File: config.mk
export PLATFORM = sky130hd
export DESIGN_NAME = fe_ctrl_seq
export DESIGN_NICKNAME = d
export VERILOG_FILES = /design/src/rtl/fe_ctrl_pkg.sv /design/src/rtl/fe_rst_sync.sv /design/src/rtl/fe_seq.sv /design/src/rtl/fe_regs.sv /design/src/rtl/fe_pwr_map.sv /design/src/rtl/fe_ctrl_seq.sv
export SDC_FILE = /design/constraint.sdc
export NUM_CORES = 1
export LEC_CHECK = 0
export BUFFER_PORTS_ARGS = -buffer_cell sky130_fd_sc_hd__buf_4
export CAP_MARGIN = 20
export CORE_ASPECT_RATIO = 1.75
export CORE_UTILIZATION = 58
export CTS_CLUSTER_DIAMETER = 30
export DETAILED_ROUTE_END_ITERATION = 12
export GPL_TIMING_DRIVEN = 0
export PLACE_DENSITY = 0.84
export SYNTH_ARGS = -nofsm -noshare
export SYNTH_HDL_FRONTEND = slang
export SYNTH_HIERARCHICAL = 1
export SYNTH_SLANG_ARGS = --single-unit
File: constraint.sdc
create_clock -name clk -period 4.6 [get_ports clk]
set_clock_uncertainty 0.15 [all_clocks]
set_input_delay 1.15 -clock clk [delete_from_list [all_inputs] [get_ports clk]]
set_output_delay 1.15 -clock clk [all_outputs]
set_load 0.1 [all_outputs]
File: src/rtl/fe_ctrl_pkg.sv
package fe_ctrl_pkg;
  typedef enum logic [1:0] {
    SEQ_RST  = 2'd0,
    SEQ_WAIT = 2'd1,
    SEQ_RUN  = 2'd2
  } seq_state_e;
endpackage

File: src/rtl/fe_rst_sync.sv
module fe_rst_sync #(
  parameter int STAGES = 2
) (
  input  logic clk,
  input  logic rst_n,
  output logic rst_sync_n
);
  logic [STAGES-1:0] sync_q;

  always_ff @(posedge clk or negedge rst_n) begin
    if (!rst_n) sync_q <= '0;
    else        sync_q <= {sync_q[STAGES-2:0], 1'b1};
  end

  assign rst_sync_n = sync_q[STAGES-1];
endmodule

File: src/rtl/fe_seq.sv
module fe_seq
  import fe_ctrl_pkg::*;
#(
  parameter int RST_CYC = 4,
  parameter int FS_DLY  = 2070
) (
  input  logic clk,
  input  logic rst_n,
  input  logic sw_rst_i,
  output logic busy_o,
  output logic fs_ready_o
);
  localparam int MAXC = (FS_DLY > RST_CYC) ? FS_DLY : RST_CYC;
  localparam int CW   = $clog2(MAXC + 1);

  seq_state_e    state_q, state_d;
  logic [CW-1:0] cnt_q, cnt_d;

  always_comb begin
    state_d = state_q;
    cnt_d   = cnt_q;
    unique case (state_q)
      SEQ_RST: begin
        if (cnt_q == CW'(RST_CYC - 1)) begin
          state_d = SEQ_WAIT;
          cnt_d   = '0;
        end else begin
          cnt_d = cnt_q + 1'b1;
        end
      end
      SEQ_WAIT: begin
        if (cnt_q == CW'(FS_DLY - 1)) begin
          state_d = SEQ_RUN;
          cnt_d   = '0;
        end else begin
          cnt_d = cnt_q + 1'b1;
        end
      end
      default: begin
        state_d = SEQ_RUN;
        cnt_d   = '0;
      end
    endcase
    if (sw_rst_i) begin
      state_d = SEQ_RST;
      cnt_d   = '0;
    end
  end

  always_ff @(posedge clk or negedge rst_n) begin
    if (!rst_n) begin
      state_q <= SEQ_RST;
      cnt_q   <= '0;
    end else begin
      state_q <= state_d;
      cnt_q   <= cnt_d;
    end
  end

  assign busy_o     = (state_q == SEQ_RST);
  assign fs_ready_o = (state_q == SEQ_RUN);


  no_fs_in_busy_chk: assert property (@(posedge clk) disable iff (!rst_n)
    busy_o |-> !fs_ready_o);

  swrst_starts_busy_chk: assert property (@(posedge clk) disable iff (!rst_n)
    sw_rst_i |=> busy_o);

  fs_from_wait_chk: assert property (@(posedge clk) disable iff (!rst_n)
    $rose(fs_ready_o) |-> $past(state_q == SEQ_WAIT));
endmodule

File: src/rtl/fe_regs.sv
module fe_regs #(
  parameter int AW        = 3,
  parameter int DW        = 8,
  parameter int CTRL_ADDR = 0,
  parameter int SRST_BIT  = 7,
  parameter int MODE_BIT  = 0
) (
  input  logic             clk,
  input  logic             rst_n,
  input  logic             busy_i,
  input  logic             wr_en,
  input  logic [AW-1:0]    wr_addr,
  input  logic [DW-1:0]    wr_data,
  output logic [(2**AW)*DW-1:0] regs_o,
  output logic             sw_rst_o,
  output logic             mode_o
);
  localparam int          NREG      = 2**AW;
  localparam logic [DW-1:0] CTRL_MASK = ~(DW'(1) << SRST_BIT);

  logic          wr_fire;
  logic          ctrl_hit;
  logic [DW-1:0] regs_q [NREG];

  assign wr_fire  = wr_en & ~busy_i;
  assign ctrl_hit = wr_fire & (wr_addr == AW'(CTRL_ADDR));
  assign sw_rst_o = ctrl_hit & wr_data[SRST_BIT];

  for (genvar i = 0; i < NREG; i++) begin : g_reg
    logic          hit;
    logic          en;
    logic [DW-1:0] wval;
    logic [DW-1:0] nxt;

    assign hit = wr_fire & (wr_addr == AW'(i));
    if (i == CTRL_ADDR) begin : g_ctrl
      assign wval = wr_data & CTRL_MASK;
    end else begin : g_plain
      assign wval = wr_data;
    end

    assign en  = sw_rst_o | hit;
    assign nxt = sw_rst_o ? '0 : wval;

    always_ff @(posedge clk or negedge rst_n) begin
      if (!rst_n)  regs_q[i] <= '0;
      else if (en) regs_q[i] <= nxt;
    end

    assign regs_o[i*DW +: DW] = regs_q[i];
  end

  assign mode_o = regs_q[CTRL_ADDR][MODE_BIT];


  no_wr_in_busy_chk: assert property (@(posedge clk) disable iff (!rst_n)
    busy_i |=> $stable(regs_o));

  swrst_clears_chk: assert property (@(posedge clk) disable iff (!rst_n)
    sw_rst_o |=> (regs_o == '0));

  mode_hold_chk: assert property (@(posedge clk) disable iff (!rst_n)
    !ctrl_hit |=> $stable(mode_o));

  srst_reads_zero_chk: assert property (@(posedge clk) disable iff (!rst_n)
    ctrl_hit |=> !regs_o[CTRL_ADDR*DW + SRST_BIT]);
endmodule

File: src/rtl/fe_pwr_map.sv
module fe_pwr_map #(
  parameter int DW = 8
) (
  input  logic          clk,
  input  logic          rst_n,
  input  logic [DW-1:0] pwr_reg_i,
  output logic [DW-2:0] pwr_en_o
);
  localparam int NSEC = DW - 1;

  for (genvar s = 0; s < NSEC; s++) begin : g_sec
    assign pwr_en_o[s] = pwr_reg_i[s+1] | pwr_reg_i[0];
  end


  glb_override_chk: assert property (@(posedge clk) disable iff (!rst_n)
    pwr_reg_i[0] |-> (pwr_en_o == {NSEC{1'b1}}));

  no_spurious_en_chk: assert property (@(posedge clk) disable iff (!rst_n)
    (pwr_reg_i == '0) |-> (pwr_en_o == '0));
endmodule

File: src/rtl/fe_ctrl_seq.sv
module fe_ctrl_seq #(
  parameter int AW         = 3,
  parameter int DW         = 8,
  parameter int CTRL_ADDR  = 0,
  parameter int PWR_ADDR   = 2,
  parameter int SRST_BIT   = 7,
  parameter int MODE_BIT   = 0,
  parameter int SYNC_STG   = 2,
  parameter int RST_CYC    = 4,
  parameter int FS_DLY     = 2070
) (
  input  logic                  clk,
  input  logic                  rst_n,
  input  logic                  wr_en,
  input  logic [AW-1:0]         wr_addr,
  input  logic [DW-1:0]         wr_data,
  output logic [(2**AW)*DW-1:0] regs_o,
  output logic                  data_mode_o,
  output logic [DW-2:0]         pwr_en_o,
  output logic                  rst_busy_o,
  output logic                  fs_ready_o
);
  logic arst_n;
  logic sw_rst;
  logic busy;

  fe_rst_sync #(.STAGES(SYNC_STG)) u_sync (
    .clk       (clk),
    .rst_n     (rst_n),
    .rst_sync_n(arst_n)
  );

  fe_seq #(.RST_CYC(RST_CYC), .FS_DLY(FS_DLY)) u_seq (
    .clk       (clk),
    .rst_n     (arst_n),
    .sw_rst_i  (sw_rst),
    .busy_o    (busy),
    .fs_ready_o(fs_ready_o)
  );

  fe_regs #(
    .AW(AW), .DW(DW), .CTRL_ADDR(CTRL_ADDR),
    .SRST_BIT(SRST_BIT), .MODE_BIT(MODE_BIT)
  ) u_regs (
    .clk     (clk),
    .rst_n   (arst_n),
    .busy_i  (busy),
    .wr_en   (wr_en),
    .wr_addr (wr_addr),
    .wr_data (wr_data),
    .regs_o  (regs_o),
    .sw_rst_o(sw_rst),
    .mode_o  (data_mode_o)
  );

  fe_pwr_map #(.DW(DW)) u_pwr (
    .clk      (clk),
    .rst_n    (arst_n),
    .pwr_reg_i(regs_o[PWR_ADDR*DW +: DW]),
    .pwr_en_o (pwr_en_o)
  );

  assign rst_busy_o = busy;
endmodule

==> flow_summary.toml <==
[synthesis]
synthXorXnorAreaFrac_pct = 2.31
synth-adder-area-share_pct = 0.992
syn_nets = 405
yosys.area_share.simple_pct = 20.1
ys_ff_latch = 79
synthTopCellsByArea = "dfrtp_1 (52%), nand3_1 (7.3%), o21ai_0 (7.3%)"
synthFlopType = "dfrtp_1"
synth_top_family_by_area = "simple AND/OR/NAND/NOR gates"
syn_area_sq_um = 3780
yosysTopAreaCellShare_pct = 52.2
synthMuxAreaShare_pct = 2.08
ys_warn_count = 6
ys_top_cells_by_count = "dfrtp_1 (79), nand3_1 (55), o21ai_0 (55)"
yosysSeqAreaShare_pct = 52.2
netlist_instances = 388
syn_area_per_cell_sq_um = 9.75
synth.distinct_cells = 41
synthArstFlopShare_pct = 100
yosysMostFrequentCell = "dfrtp_1"
synth_area_leader_cell = "dfrtp_1"
synth_edf_count = 0
synth_compound_area_share_pct = 15.6

[grt]
antenna_found_initial = 0
grt_pass1_wl_um = 15800
grt_max_degree = 43
gr-usage-met1_pct = 31.6
grt_use_total_pct = 30.7
met3_usage_pct = 7.01
grt_pass1_vias = 3258
gr-max-usage-layer = "met2"
met2_usage_pct = 56.1
grt-ovfl-total = 0

[die]
core_area_sq_um = 6230
ios = 88
die_area_sq_um = 6870
die_w_um = 63.1
rows = 38
initial_core_util_pct = 60.8
die_h_um = 109

[final_layout]
drive_above_1_share_pct = 28.0
ff_latch_area_sq_um = 1980
final_nets = 496
multi_input_comb_area_sq_um = 1560
synthToLayoutAreaGrowth_pct = 24.1
fin_util_pct = 75.4
n_antenna_cell = 0
num-fill-cells = 489

[cts]
cts.clk_slew.worst_paths_ns = 0.07
cts-htree-levels = 3
clock_path_buffers = 2
cts_hold_buf = 0
worstSkewPairLatency_ns = 0.36
ctsResizeCount = 0
clock_sinks = 79
cts_tree = "built"
clock-root-buffer = "clkbuf_8"
cts_buffers = 9
post_cts_buffers = 0

[sta]
relSlewSlack_pct = 61.0
fin_tns_setup_ns = 0
tightest_slew_ns = 0.585
whs_ns = 0.135
hold_violations = 0
rsz0062_at_grt = "no"
period_needed_ns = 3.04
setup_viol = 0
finalMaxSlewViolations = 0
fin_crit_sh_pct = 66.0
fmax_ghz = 0.329

[flow_run]
drv_cap = 0

[setup_path]
worstSetupPathType = "in -> reg"
cp_max_fo = 13
worstPathRequired_ns = 4.69
cp-end-kind = "flip-flop"
worstPathArrival_ns = 3.13
regToRegEndpoint = "u_seq/cnt_q[9]"
r2r-start = "u_seq/state_q[1]"
r2r_cells = 8
r2r_setup_slack_ns = 2.11
start_kind = "input port"

[place]
gp_congestion = 0.871
portBuffers = 79
hpwlAfterDp_um = 7190

[routing]
drtIter0Drc = 330
vias = 3297
first_pass_iters = 7
ant_nets = 0
drt-vias-per-instance = 5.86
routed_wl_um = 9840
drc = 0
wl_per_cell_um = 17.5

[hold_path]
hp-class = "reg -> async"

[outcome]
status = "completed"
worst max-delay path by stage:
stage,startpoint,endpoint,slack (ns),depth (start not counted)
after floorplan,u_seq/state_q[1],u_seq/cnt_q[10],1.26,8
after global placement,wr_addr[2],u_seq/cnt_q[6],1.28,10
after detailed placement,wr_addr[2],u_seq/cnt_q[3],1.23,10
after CTS,wr_addr[2],u_seq/cnt_q[9],1.59,10
after global routing,wr_addr[0],u_seq/cnt_q[9],1.51,10
final,wr_addr[2],u_seq/cnt_q[9],1.56,10
critical path, cell delays in order:
cell,delay (ns)
buf_4,0.12
buf_6,0.13
or4b_1,0.54
buf_4,0.20
nor2_8,0.19
buf_6,0.23
nor3_1,0.07
a22oi_2,0.26
buf_6,0.18
nor2_1,0.05
cell families after synthesis:
logic type,after synthesis
xor gates and xnor gates,10
other,2
and+or+nand+nor,131
adders and majority gates,3
DFF,79
muxes,7
AOI/OAI and AO/OA,107
buffers and inverters,49
stage by stage:
| stage | worst slack [ns] | instances | area (sq um) |
|---|---|---|---|
| 2_1_floorplan | 1.26 | 388 | 3780 |
| 3_3_place_gp | 1.28 | 547 | 4480 |
| 3_5_place_dp | 1.23 | 548 | 4500 |
| 4_1_cts | 1.59 | 563 | 4700 |
| 5_1_grt | 1.51 | 563 | 4700 |
| 6_report | 1.56 | 563 | 4700 |
cell type report:
| class | instances | area share [%] |
|---|---|---|
| sequential | 79 | 42.2 |
| multi-input combinational | 260 | 33.2 |
| timing repair buffer | 80 | 13.0 |
| buffer | 40 | 4.53 |
| clock buffer | 11 | 3.22 |
| tap | 80 | 2.13 |
| clock inverter | 4 | 0.959 |
| inverter | 9 | 0.719 |
metal layers:
metal	vias up	part of all wire, %
li1	1527	-
met1	1599	34
met2	135	56
met3	36	5.7
met4	0	4.3
met5	-	0
state kept, by name, summed over array words and instances, names as in the netlist:
register	cells
u_seq/cnt_q	12
u_regs/mode_o	1
u_regs/regs_o	62
u_sync/sync_q	2
u_seq/state_q	2
cell usage in the layout, fill, tap and decap left out, drive strengths merged:
cell type   n
a211oi      1
a21oi      47
a22oi       1
and2        2
and3        1
and3b       1
and4        3
buf        94
bufinv      1
clkbuf     37
clkinv      3
conb        2
dfrtp      79
ha          3
inv         9
mux2        7
nand2       6
nand2b      4
nand3      55
nand3b      2
nand4      11
nor2       17
nor2b      11
nor3        3
nor3b       3
nor4        1
nor4b       1
o21ai      56
o221ai      2
or2         8
or3b        1
or4b        1
xnor2       1
xor2        9
Power is left out: the tool's default activity adds up to more than one toggle a clock period on the data nets, which glitch-free logic cannot reach.
